`config.mk`:
```
export PLATFORM = sky130hd
export DESIGN_NAME = ata_pio_seq
export DESIGN_NICKNAME = d
export VERILOG_FILES = /design/src/rtl/ata_seq_pkg.sv /design/src/rtl/seq_req_fifo.sv /design/src/rtl/seq_poll_timer.sv /design/src/rtl/ata_pio_seq.sv
export SDC_FILE = /design/constraint.sdc
export NUM_CORES = 1
export LEC_CHECK = 0
export ABC_AREA = 1
export CAP_MARGIN = 15
export CORE_ASPECT_RATIO = 0.9
export CORE_UTILIZATION = 27
export CTS_CLUSTER_SIZE = 14
export DETAILED_ROUTE_END_ITERATION = 6
export DONT_BUFFER_PORTS = 1
export SETUP_SLACK_MARGIN = 0.1
export SLEW_MARGIN = 40
export SYNTH_ARGS = -nofsm -noshare
export SYNTH_HDL_FRONTEND = slang
export SYNTH_SLANG_ARGS = --single-unit
```
`constraint.sdc`:
```
create_clock -name clk -period 4.29 [get_ports clk]
set_input_delay 0.858 -clock clk [delete_from_list [all_inputs] [get_ports clk]]
set_output_delay 0.858 -clock clk [all_outputs]
set_load 0.005 [all_outputs]
```
`src/rtl/ata_seq_pkg.sv`:
```
package ata_seq_pkg;
  localparam int LBA_W = 28;

  localparam logic [9:0] A_DATA = 10'h1F0;
  localparam logic [9:0] A_ERR  = 10'h1F1;
  localparam logic [9:0] A_CNT  = 10'h1F2;
  localparam logic [9:0] A_L0   = 10'h1F3;
  localparam logic [9:0] A_L1   = 10'h1F4;
  localparam logic [9:0] A_L2   = 10'h1F5;
  localparam logic [9:0] A_DEV  = 10'h1F6;
  localparam logic [9:0] A_STAT = 10'h1F7;
  localparam logic [9:0] A_CTL  = 10'h3F6;

  localparam int ST_BSY = 7;
  localparam int ST_RDY = 6;
  localparam int ST_DRQ = 3;
  localparam int ST_ERR = 0;

  localparam logic [7:0] OP_RD    = 8'h20;
  localparam logic [7:0] OP_WR    = 8'h30;
  localparam logic [7:0] DEV_BASE = 8'hE0;

  typedef struct packed {
    logic             wr;
    logic             drv;
    logic [LBA_W-1:0] lba;
  } req_t;

  typedef enum logic [4:0] {
    S_IDLE, S_POLL_RDY, S_CTL, S_CNT, S_L0, S_L1, S_L2, S_DEV, S_CMD,
    S_POLL_XFER, S_WDATA, S_WIRQ, S_RIRQ, S_RDATA, S_POLL_END, S_ERRRD, S_DONE
  } st_t;
endpackage

```
`src/rtl/seq_req_fifo.sv`:
```
module seq_req_fifo #(
  parameter int DEPTH = 4,
  parameter int W     = 30
) (
  input  logic         clk,
  input  logic         rst_n,
  input  logic         push,
  input  logic [W-1:0] in_data,
  output logic         in_ready,
  input  logic         pop,
  output logic [W-1:0] out_data,
  output logic         empty
);
  localparam int PW = (DEPTH > 1) ? $clog2(DEPTH) : 1;
  localparam int CW = $clog2(DEPTH + 1);

  logic [W-1:0]  mem [DEPTH];
  logic [PW-1:0] wp_q, wp_d, rp_q, rp_d;
  logic [CW-1:0] cnt_q, cnt_d;
  logic          do_push, do_pop;

  assign in_ready = (cnt_q != CW'(DEPTH));
  assign empty    = (cnt_q == '0);
  assign do_push  = push && in_ready;
  assign do_pop   = pop && !empty;
  assign out_data = mem[rp_q];

  always_comb begin
    wp_d  = wp_q;
    rp_d  = rp_q;
    cnt_d = cnt_q;
    if (do_push) wp_d = (wp_q == PW'(DEPTH - 1)) ? '0 : wp_q + 1'b1;
    if (do_pop)  rp_d = (rp_q == PW'(DEPTH - 1)) ? '0 : rp_q + 1'b1;
    if (do_push && !do_pop) cnt_d = cnt_q + 1'b1;
    else if (!do_push && do_pop) cnt_d = cnt_q - 1'b1;
  end

  always_ff @(posedge clk or negedge rst_n) begin
    if (!rst_n) begin
      wp_q  <= '0;
      rp_q  <= '0;
      cnt_q <= '0;
    end else begin
      wp_q  <= wp_d;
      rp_q  <= rp_d;
      cnt_q <= cnt_d;
    end
  end

  always_ff @(posedge clk) begin
    if (do_push) mem[wp_q] <= in_data;
  end


  pop_nonempty_chk: assert property (@(posedge clk) disable iff (!rst_n)
    pop |-> !empty);
endmodule

```
`src/rtl/seq_poll_timer.sv`:
```
module seq_poll_timer #(
  parameter int W = 16
) (
  input  logic         clk,
  input  logic         rst_n,
  input  logic         run,
  input  logic [W-1:0] limit,
  output logic         expired
);
  logic [W-1:0] cnt_q, cnt_d;

  assign expired = run && (cnt_q == limit - 1'b1);

  always_comb begin
    if (!run || expired) cnt_d = '0;
    else                 cnt_d = cnt_q + 1'b1;
  end

  always_ff @(posedge clk or negedge rst_n) begin
    if (!rst_n) cnt_q <= '0;
    else        cnt_q <= cnt_d;
  end
endmodule

```
`src/rtl/ata_pio_seq.sv`:
```
module ata_pio_seq
  import ata_seq_pkg::*;
#(
  parameter int WORDS      = 128,
  parameter int QDEPTH     = 4,
  parameter int TMR_W      = 16,
  parameter int DW         = 32
) (
  input  logic                     clk,
  input  logic                     rst_n,
  input  logic [TMR_W-1:0]         timeout_limit,
  input  logic                     req_valid,
  output logic                     req_ready,
  input  logic                     req_write,
  input  logic                     req_drive,
  input  logic [LBA_W-1:0]         req_lba,
  output logic [$clog2(WORDS)-1:0] buf_addr,
  input  logic [DW-1:0]            buf_rdata,
  output logic                     buf_we,
  output logic [DW-1:0]            buf_wdata,
  output logic [9:0]               io_addr,
  output logic                     io_rd,
  output logic                     io_wr,
  output logic [DW-1:0]            io_wdata,
  input  logic [DW-1:0]            io_rdata,
  input  logic                     drive_irq,
  output logic                     done,
  output logic                     done_err,
  output logic                     done_timeout,
  output logic [7:0]               done_code
);
  localparam int IDX_W = $clog2(WORDS);
  localparam int RQ_W  = $bits(req_t);

  st_t              st_q, st_d;
  req_t             cur_q, cur_d, q_out;
  logic [IDX_W-1:0] idx_q, idx_d;
  logic             err_q, err_d, to_q, to_d;
  logic [7:0]       code_q, code_d;
  logic             q_empty, q_pop;
  logic             rdy_ok, xfer_ok, met, polling, tmr_run, tmr_exp, last_word;

  seq_req_fifo #(.DEPTH(QDEPTH), .W(RQ_W)) u_fifo (
    .clk      (clk),
    .rst_n    (rst_n),
    .push     (req_valid),
    .in_data  ({req_write, req_drive, req_lba}),
    .in_ready (req_ready),
    .pop      (q_pop),
    .out_data (q_out),
    .empty    (q_empty)
  );

  seq_poll_timer #(.W(TMR_W)) u_tmr (
    .clk     (clk),
    .rst_n   (rst_n),
    .run     (tmr_run),
    .limit   (timeout_limit),
    .expired (tmr_exp)
  );

  assign rdy_ok    = !io_rdata[ST_BSY] && io_rdata[ST_RDY];
  assign xfer_ok   = rdy_ok && (io_rdata[ST_DRQ] || io_rdata[ST_ERR]);
  assign polling   = (st_q == S_POLL_RDY) || (st_q == S_POLL_XFER) || (st_q == S_POLL_END);
  assign met       = (st_q == S_POLL_XFER) ? xfer_ok : rdy_ok;
  assign tmr_run   = polling && !met;
  assign last_word = (idx_q == IDX_W'(WORDS - 1));

  // bus strobes, address and data follow the state
  always_comb begin
    io_rd     = 1'b0;
    io_wr     = 1'b0;
    io_addr   = A_STAT;
    io_wdata  = '0;
    buf_we    = 1'b0;
    buf_addr  = idx_q;
    buf_wdata = io_rdata;
    case (st_q)
      S_POLL_RDY, S_POLL_XFER, S_POLL_END: io_rd = 1'b1;
      S_CTL:   begin io_wr = 1'b1; io_addr = A_CTL; end
      S_CNT:   begin io_wr = 1'b1; io_addr = A_CNT; io_wdata = DW'(8'h01); end
      S_L0:    begin io_wr = 1'b1; io_addr = A_L0; io_wdata = DW'(cur_q.lba[7:0]); end
      S_L1:    begin io_wr = 1'b1; io_addr = A_L1; io_wdata = DW'(cur_q.lba[15:8]); end
      S_L2:    begin io_wr = 1'b1; io_addr = A_L2; io_wdata = DW'(cur_q.lba[23:16]); end
      S_DEV:   begin
        io_wr = 1'b1; io_addr = A_DEV;
        io_wdata = DW'(DEV_BASE | {3'b000, cur_q.drv, cur_q.lba[27:24]});
      end
      S_CMD:   begin io_wr = 1'b1; io_addr = A_STAT; io_wdata = DW'(cur_q.wr ? OP_WR : OP_RD); end
      S_WDATA: begin io_wr = 1'b1; io_addr = A_DATA; io_wdata = buf_rdata; end
      S_RDATA: begin io_rd = 1'b1; io_addr = A_DATA; buf_we = 1'b1; end
      S_ERRRD: begin io_rd = 1'b1; io_addr = A_ERR; end
      default: ;
    endcase
  end

  // next state
  always_comb begin
    st_d   = st_q;
    cur_d  = cur_q;
    idx_d  = idx_q;
    err_d  = err_q;
    to_d   = to_q;
    code_d = code_q;
    q_pop  = 1'b0;
    case (st_q)
      S_IDLE, S_DONE: begin
        st_d = S_IDLE;
        if (!q_empty) begin
          q_pop  = 1'b1;
          cur_d  = q_out;
          err_d  = 1'b0;
          to_d   = 1'b0;
          code_d = '0;
          idx_d  = '0;
          st_d   = S_POLL_RDY;
        end
      end
      S_POLL_RDY: begin
        if (met)          st_d = S_CTL;
        else if (tmr_exp) begin to_d = 1'b1; st_d = S_DONE; end
      end
      S_CTL:   st_d = S_CNT;
      S_CNT:   st_d = S_L0;
      S_L0:    st_d = S_L1;
      S_L1:    st_d = S_L2;
      S_L2:    st_d = S_DEV;
      S_DEV:   st_d = S_CMD;
      S_CMD:   st_d = cur_q.wr ? S_POLL_XFER : S_RIRQ;
      S_RIRQ:  if (drive_irq) st_d = S_POLL_XFER;
      S_POLL_XFER: begin
        if (met) begin
          if (io_rdata[ST_ERR]) st_d = S_ERRRD;
          else                  st_d = cur_q.wr ? S_WDATA : S_RDATA;
        end else if (tmr_exp) begin
          to_d = 1'b1; st_d = S_DONE;
        end
      end
      S_WDATA: begin
        idx_d = idx_q + 1'b1;
        if (last_word) st_d = S_WIRQ;
      end
      S_RDATA: begin
        idx_d = idx_q + 1'b1;
        if (last_word) st_d = S_POLL_END;
      end
      S_WIRQ:  if (drive_irq) st_d = S_POLL_END;
      S_POLL_END: begin
        if (met)          st_d = io_rdata[ST_ERR] ? S_ERRRD : S_DONE;
        else if (tmr_exp) begin to_d = 1'b1; st_d = S_DONE; end
      end
      S_ERRRD: begin
        err_d  = 1'b1;
        code_d = io_rdata[7:0];
        st_d   = S_DONE;
      end
      default: st_d = S_IDLE;
    endcase
  end

  always_ff @(posedge clk or negedge rst_n) begin
    if (!rst_n) begin
      st_q   <= S_IDLE;
      cur_q  <= '0;
      idx_q  <= '0;
      err_q  <= 1'b0;
      to_q   <= 1'b0;
      code_q <= '0;
    end else begin
      st_q   <= st_d;
      cur_q  <= cur_d;
      idx_q  <= idx_d;
      err_q  <= err_d;
      to_q   <= to_d;
      code_q <= code_d;
    end
  end

  assign done         = (st_q == S_DONE);
  assign done_err     = err_q;
  assign done_timeout = to_q;
  assign done_code    = code_q;


  io_excl_chk: assert property (@(posedge clk) disable iff (!rst_n)
    $onehot0({io_rd, io_wr}));


  done_pulse_chk: assert property (@(posedge clk) disable iff (!rst_n)
    done |=> !done);


  ctl_after_ready_chk: assert property (@(posedge clk) disable iff (!rst_n)
    (io_wr && io_addr == A_CTL) |->
      $past(io_rd && io_addr == A_STAT && !io_rdata[ST_BSY] && io_rdata[ST_RDY]));


  cmd_after_dev_chk: assert property (@(posedge clk) disable iff (!rst_n)
    (io_wr && io_addr == A_STAT) |-> $past(io_wr && io_addr == A_DEV));


  clean_code_chk: assert property (@(posedge clk) disable iff (!rst_n)
    (done && !done_err) |-> (done_code == 8'h00));


  data_after_drq_chk: assert property (@(posedge clk) disable iff (!rst_n)
    (io_wr && io_addr == A_DATA && !$past(io_wr && io_addr == A_DATA)) |->
      $past(io_rd && io_addr == A_STAT && io_rdata[ST_DRQ]));
endmodule

```
==> summary.txt, run 1 <==
Route
  – Uppermost layer routed: met5
  – Vias per cell: approximately 4.6
  – Met2 Routed Length: ~11000 um
  – Vias: slightly below 7000
  – DRT iter0 DRCs: roughly 470
  – Post-route DRC: 0
  – Metal-1 WL: 10570 um
  – Number of detailed-route iterations in the first pass: 5
  – Wire length per cell: roughly 16 um
  – WL met3: ~1600 um
  – Antenna Violating Nets Remaining: 0
  – Detailed Route WL: about 24000 um

Yosys
  – Synth warnings: 0
  – EDFF count, synth: 120
  – Top cells by area, synth: edfxtp_1 (37%), dfrtp_1 (19%), nor2_1 (7.2%)
  – Top_reg_cell synth: edfxtp_1
  – #FFs+latches synth: 195
  – Netlist cell types: 50
  – Mapped Area: ~0.0096 sq mm
  – Post-synthesis area per instance: 9.174 sq um
  – Post-synth top area share: roughly 37%
  – Post-synth top cells: nor2_1 (185), nand2_1 (176), inv_1 (122)
  – Sequential fraction of the synthesis area: ~57%
  – Count leader, synth: nor2_1
  – Ys async rst share: about two fifths
  – Post-Syn Instances: ~1100
  – Biggest area consumer among synthesized cells: edfxtp_1

Worst setup path
  – CP max stage cell: dfrtp_1
  – R2R setup slack: about 2 ns
  – Worst setup SP type: register
  – Worst R2R Start: st_q[0]
  – CP Capture Type: output port
  – Critical path class: reg -> out
  – Crit-path max cell delay: around 0.43 ns
  – CP required: around 3.4 ns
  – Worst path top cell family by delay: simple AND/OR/NAND/NOR gates
  – Crit Path Max Fanout: 6
  – WP buf/inv: 3
  – Crit-path cells: inv_1, nor3_1, inv_1, nor2_1, inv_1, o21ai_0, a21oi_1, o221ai_1
  – Reg2reg path depth: 10
  – Most frequent CP cell: inv_1
  – Reg2reg end: u_fifo.cnt_q[2]
  – WP data arrival: around 2.5 ns

Power and ir drop
  – Switching share of power: a little under two fifths
  – Total Power: about 6.4 mW
  – Flop pwr share: between 40% and 50%
  – Peak VDD IR: approximately 0.00031 V
  – Switching power: between 2 and 2.5 mW
  – Cell Int Power: 3.990 mW
  – Power Dens Cells: around 610 mW/mm^2
  – Comb power frac: about a third
  – Clock power frac: between 20% and 30%
  – Leak pwr: 4.139 nW

Run
  – Max-cap violation count: 0

Run status
  – Status: complete, no violations

STA
  – Final hold violations: 0
  – Worst slew pin tran: approximately 0.66 ns
  – Setup-failing EPs final: 0
  – Slew Limit Fails: 0
  – Worst Clk Skew: approximately 0.01 ns
  – Max frequency: approximately 0.30 GHz
  – Rel. slew slack: 56.01%
  – RSZ-0062 raised after global routing: false
  – Worst setup margin: 0.9050 ns
  – Fin crit share: 78.90%
  – TNS Setup: 0 ns
  – Minimum clock period: roughly 3.4 ns

Clock tree
  – Post-CTS setup buffers: 0
  – Hold_buf cts: 0
  – TritonCTS buffer count: 17
  – Clock-pin slew on the worst setup and hold paths: 0.08 ns
  – Cts repair resizes: 0
  – Max Root-Sink Buffers: 2
  – TritonCTS clock tree: yes
  – Clock latency on the worst-skew pair: 0.44 ns
  – Clock Tree Root: clkbuf_16
  – H-tree levels: 4
  – TritonCTS Sinks: about 200

Floorplan
  – Chip Height: ~180 um
  – IO Pins: 210
  – Die ar.: 0.03644 sq mm
  – Starting density of the core: approximately 27%
  – Chip width: 201.1 um
  – Row Count: 65
  – Core ar.: between 0.03 and 0.04 sq mm

Global routing
  – Grt total ovfl: 0
  – First-pass GRT wire length: 36900 um
  – GRT Resource Usage Total: a little over an eighth
  – Vias in the first global route: about 6600
  – Largest net degree at the start of global routing: 76
  – Initial antenna violation count: 3

Place
  – Setup WS pre-CTS: 1.373 ns
  – Placed cell area: a little under 0.01 sq mm
  – Routability Congestion: between 0.8 and 0.9
  – Dpl hpwl: 16630 um
  – IO Port Bufs: 0

Cells and area
  – Final core area utilization: between 20% and 30%
  – Nets: about 1100
  – FF/Latch Area: between 0.005 and 0.006 sq mm
  – Area growth syn-to-layout: 9.209%
  – Multi-input gate area: 0.003268 sq mm
  – Fillers: 3668
  – Layout cells sized above 1: 8.098%
  – Finished Cell Area: approximately 0.011 sq mm

Worst hold path
  – Worst Hold Class: in -> async
power groups by stage:
stage / registers, mW / logic, mW / clock network, mW
final: 2.66 / 2.07 / 1.69
after global routing: 2.71 / 2.34 / 1.79
after CTS: 2.66 / 2.10 / 1.72
after detailed placement: 2.70 / 2.10 / 0
after global placement: 2.69 / 2.07 / 0
after floorplan: 2.65 / 1.53 / 0
routing by layer:
layer / up-vias / track usage [%]
met3: 44 / 3.932
met5: - / 0
met1: 3290 / 16.66
met2: 188 / 20.98
met4: 4 / 5.435
li1: 3360 / -
placed cells by master, fill, tap and decap left out, types with 6 or more instances in the layout:
master and count:
ha_1 9, a31oi_1 8, nand4_1 8, nand3_1 30
o21ai_0 106, dfrtp_1 75, xor2_1 7, clkbuf_16 17
nor2_1 181, xnor2_1 10, nor2_2 15, nor3_1 7
edfxtp_1 120, a21oi_1 14, conb_1 6, nand2_1 176
inv_1 122, o22ai_1 28, buf_4 10
area by class of cell:
class	count	share of cell area, %
diodes	1	0.02379
clock buffers	20	4.341
clock inverters	12	1.618
inverters	128	4.567
multi-input cells	660	31.07
flip-flops and latches	195	52.09
well taps	469	5.578
repair buffers	10	0.7136
kinds of logic (layout without fill, tap and decap cells):
family          count (synthesis)  in the layout  synth area share, %
simple gates                  452            452                20.37
buf+inv                       199            170                9.495
flops                         195            195                56.89
compound gates                174            174                10.13
other cells                     2              7              0.07796
xor+xnor                       17             17                1.546
mux                             1              1               0.1169
fa+ha+maj                      10             10                1.377
flip-flops by register name, summed over array words and instances, names as in the netlist:
name / cells
done_err: 1
done_code: 8
buf_addr: 7
u_fifo.cnt_q: 3
st_q: 5
u_fifo.rp_q: 2
u_fifo.mem: 120
u_fifo.wp_q: 2
u_tmr.cnt_q: 16
cur_q: 30
done_timeout: 1
how the worst max path moves through the flow:
stage                     cells past startpoint       from          endpoint  slack (ns)
after floorplan                               2  req_valid  u_fifo.mem[0][0]        1.63
after global placement                        6    st_q[2]       io_wdata[3]        1.44
after detailed placement                      6    st_q[2]       io_wdata[3]        1.37
after CTS                                     6    st_q[2]       io_wdata[3]        0.89
after global routing                          5    st_q[0]        io_addr[1]        0.69
final                                         8    st_q[2]       io_wdata[2]        0.91
per-stage QoR:
step                cells  hold slack [ns]
CTS                  1494          0.08333
floorplan            1054           0.4500
finish               1495           0.1022
global placement     1462           0.4764
detailed placement   1462           0.4882
global route         1495          0.07944
Note: power is estimated with default switching activity, not from simulation.
==> run 2: changes to the inputs <==
- clock period: 4.29 -> 3.1 ns (I/O delays scaled with it)
==> run 2 against run 1 <==
Against the previous run: combinational power grew 44%; die area did not move; core utilization up 0.26 points; sequential share of layout area fell by 0.44 points; cell count up 0.47%; non-clock buffer count is 7 higher; critical path type unchanged.
==> summary.txt, run 2 (synthesis gave the netlist of run 1 again) <==
Run
  – Max-cap violation count: 0 (unchanged)

Power and ir drop
  – Peak VDD IR: 0.0004691 V (was 0.0003097 V)
  – Leak pwr: 4.174 nW (was 4.139 nW)
  – Power Dens Cells: 840.1 mW/mm^2 (was 610.6 mW/mm^2)

Route
  – Metal-1 WL: 10410 um (was 10570 um)
  – Vias per cell: 4.580 (was 4.606)
  – DRT iter0 DRCs: 495 (was 465)
  – Number of detailed-route iterations in the first pass: 5 (unchanged)
  – Vias: 6879 (was 6886)
  – Detailed Route WL: 23930 um (was 23940 um)
  – Post-route DRC: 0 (unchanged)
  – Met2 Routed Length: 11290 um (was 11250 um)
  – Antenna Violating Nets Remaining: 0 (unchanged)
  – WL met3: 1706 um (was 1569 um)
  – Uppermost layer routed: met5 (unchanged)
  – Wire length per cell: 15.93 um (was 16.01 um)

Worst setup path
  – CP required: 2.48 ns (was 3.43 ns)
  – CP max stage cell: dfrtp_1 (unchanged)
  – Crit-path cells: inv_2, nand2_2, nor2_1, inv_1, nor2_2, nor2_2, nand4_1, nand4_1 (was inv_1, nor3_1, inv_1, nor2_1, inv_1, o21ai_0, a21oi_1, o221ai_1)
  – R2R setup slack: 0.85 ns (was 2.06 ns)
  – Crit Path Max Fanout: 7 (was 6)
  – CP Capture Type: output port (unchanged)
  – Crit-path max cell delay: 0.46 ns (was 0.43 ns)
  – Critical path class: reg -> out (unchanged)
  – WP data arrival: 2.22 ns (was 2.53 ns)
  – Worst setup SP type: register (unchanged)

Floorplan
  – Chip width: 201.1 um (unchanged)
  – Starting density of the core: 27.42% (unchanged)
  – Core ar.: 0.03513 sq mm (unchanged)
  – IO Pins: 210 (unchanged)
  – Chip Height: 181.2 um (unchanged)
  – Row Count: 65 (unchanged)
  – Die ar.: 0.03644 sq mm (unchanged)

Worst hold path
  – Worst Hold Class: in -> async (unchanged)

Cells and area
  – Nets: 1143 (was 1136)
  – Commonest non-fill, non-tap cell in the layout: nor2_1 (unchanged)
  – Largest regs: u_fifo.mem x120, cur_q x30, u_tmr.cnt_q x16 (unchanged)
  – Max reg flops: 120 (unchanged)
  – Finished Cell Area: 0.01061 sq mm (was 0.01052 sq mm)
  – Largest Register: u_fifo.mem (unchanged)
  – Area growth syn-to-layout: 10.16% (was 9.209%)
  – Most frequent cells in the layout: nor2_1 (178), nand2_1 (176), inv_1 (120), edfxtp_1 (120), o21ai_0 (106) (was nor2_1 (181), nand2_1 (176), inv_1 (122))
  – Layout cells sized above 1: 9.593% (was 8.098%)
  – Non-filler cells, final: 1502 (was 1495)

STA
  – RSZ-0062 raised after global routing: false (unchanged)
  – Worst setup margin: 0.2616 ns (was 0.9050 ns)
  – Worst Clk Skew: 0.01052 ns (was 0.01020 ns)
  – Fin crit share: about nine tenths
  – TNS Setup: 0 ns (unchanged)
  – Worst slew pin tran: 0.8216 ns (was 0.6598 ns)
  – Minimum clock period: roughly 2.8 ns
  – Setup-failing EPs final: 0 (unchanged)
  – Slew Limit Fails: 0 (unchanged)
  – Hold slack: 0.06206 ns (was 0.1022 ns)
  – Rel. slew slack: 45.16% (was 56.01%)
  – Final hold violations: 0 (unchanged)
  – Max frequency: between 0.3 and 0.4 GHz

Clock tree
  – Clock-pin slew on the worst setup and hold paths: 0.08 ns (about the same)
  – TritonCTS buffer count: 17 (unchanged)
  – Clock latency on the worst-skew pair: 0.44 ns (about the same)
  – Max Root-Sink Buffers: 2 (unchanged)
  – Clock Tree Root: clkbuf_16 (unchanged)
  – TritonCTS clock tree: yes (unchanged)
  – H-tree levels: 4 (unchanged)
  – TritonCTS Sinks: 195 (unchanged)

Place
  – Setup WS pre-CTS: 0.5701 ns (was 1.373 ns)
  – Dpl hpwl: 16810 um (was 16630 um)
  – Placed cell area: 0.009926 sq mm (was 0.009891 sq mm)
  – Routability Congestion: 0.8450 (was 0.8282)
  – IO Port Bufs: 0 (unchanged)
  – Placed cell count: 1465 (was 1462)

Global routing
  – Initial antenna violation count: 2 (was 3)
  – GRT Resource Usage Total: 13.17% (was 13.19%)
  – Largest net degree at the start of global routing: 76 (unchanged)
  – Vias in the first global route: 6515 (was 6632)
  – First-pass GRT wire length: 36830 um (was 36900 um)
  – Grt total ovfl: 0 (unchanged)

Run status
  – Status: complete, no violations (unchanged)
==> run 2: cell types whose count changed in the layout (fill, tap and decap cells not counted), sizes merged <==
cell | previous run | this run
clkinv | 7 | 6
clkbuf | 20 | 19
buf | 10 | 17
clkinvlp | 0 | 2
bufinv | 2 | 1
inv | 131 | 132
==> run 2: power by group <==
part           switching (mW)  internal, mW  total [mW]  leakage [nW]
clock network            1.07          1.17        2.24         0.292
registers               0.273          3.42        3.70          2.06
logic                    2.10         0.876        2.98          1.82
==> run 2: worst paths after layout <==
check | startpoint | to | cells after the start
min in group clk | req_lba[8] | u_fifo.mem[0][8] | 0
hold / removal | rst_n | buf_addr[3] | 1
max in group asynchronous | rst_n | done_code[2] | 1
hold reg to reg | cur_q[7] | cur_q[7] | 2
setup / recovery | st_q[1] | io_addr[0] | 8
setup reg to reg | st_q[1] | st_q[1] | 11
==> run 2: final cells by class <==
class	instances	area (sq um)
sequential	195	5482
multi-input combinational	660	3287
antenna	1	2.502
clock buffer	19	442.9
timing repair buffer	17	160.2
fill	3622	24520
clock inverter	13	166.4
inverter	128	484.2
tap	469	586.8
==> run 2: worst max-delay path, delay by kind of cell, from the launching register on <==
family / cells / cell delay [ns]
buffers and inverters: 2 / 0.23
DFF: 1 / 0.46
and+or+nand+nor: 6 / 1.10
==> run 2: metal layers <==
layer,GRT usage (%),vias to the layer above
met1,16.41,3286
met4,4.489,2
met5,0,-
met3,4.455,38
met2,21.26,185
li1,-,3368
==> run 2: per-stage QoR <==
step	power, mW	utilization [%]
3_5_place_dp	6.706	28.25
6_report	8.914	30.20
5_1_grt	9.515	30.20
2_1_floorplan	5.786	-
3_3_place_gp	6.661	28.25
4_1_cts	8.980	30.06
==> run 2: timing repair <==
action / in CTS / in global routing
setup endpoints to repair: 2 / 11
hold buffers: 1 / 0
endpoints found under the hold margin: 75 / 0
buffers inserted: 0 / 3
gates resized for setup: 0 / 9
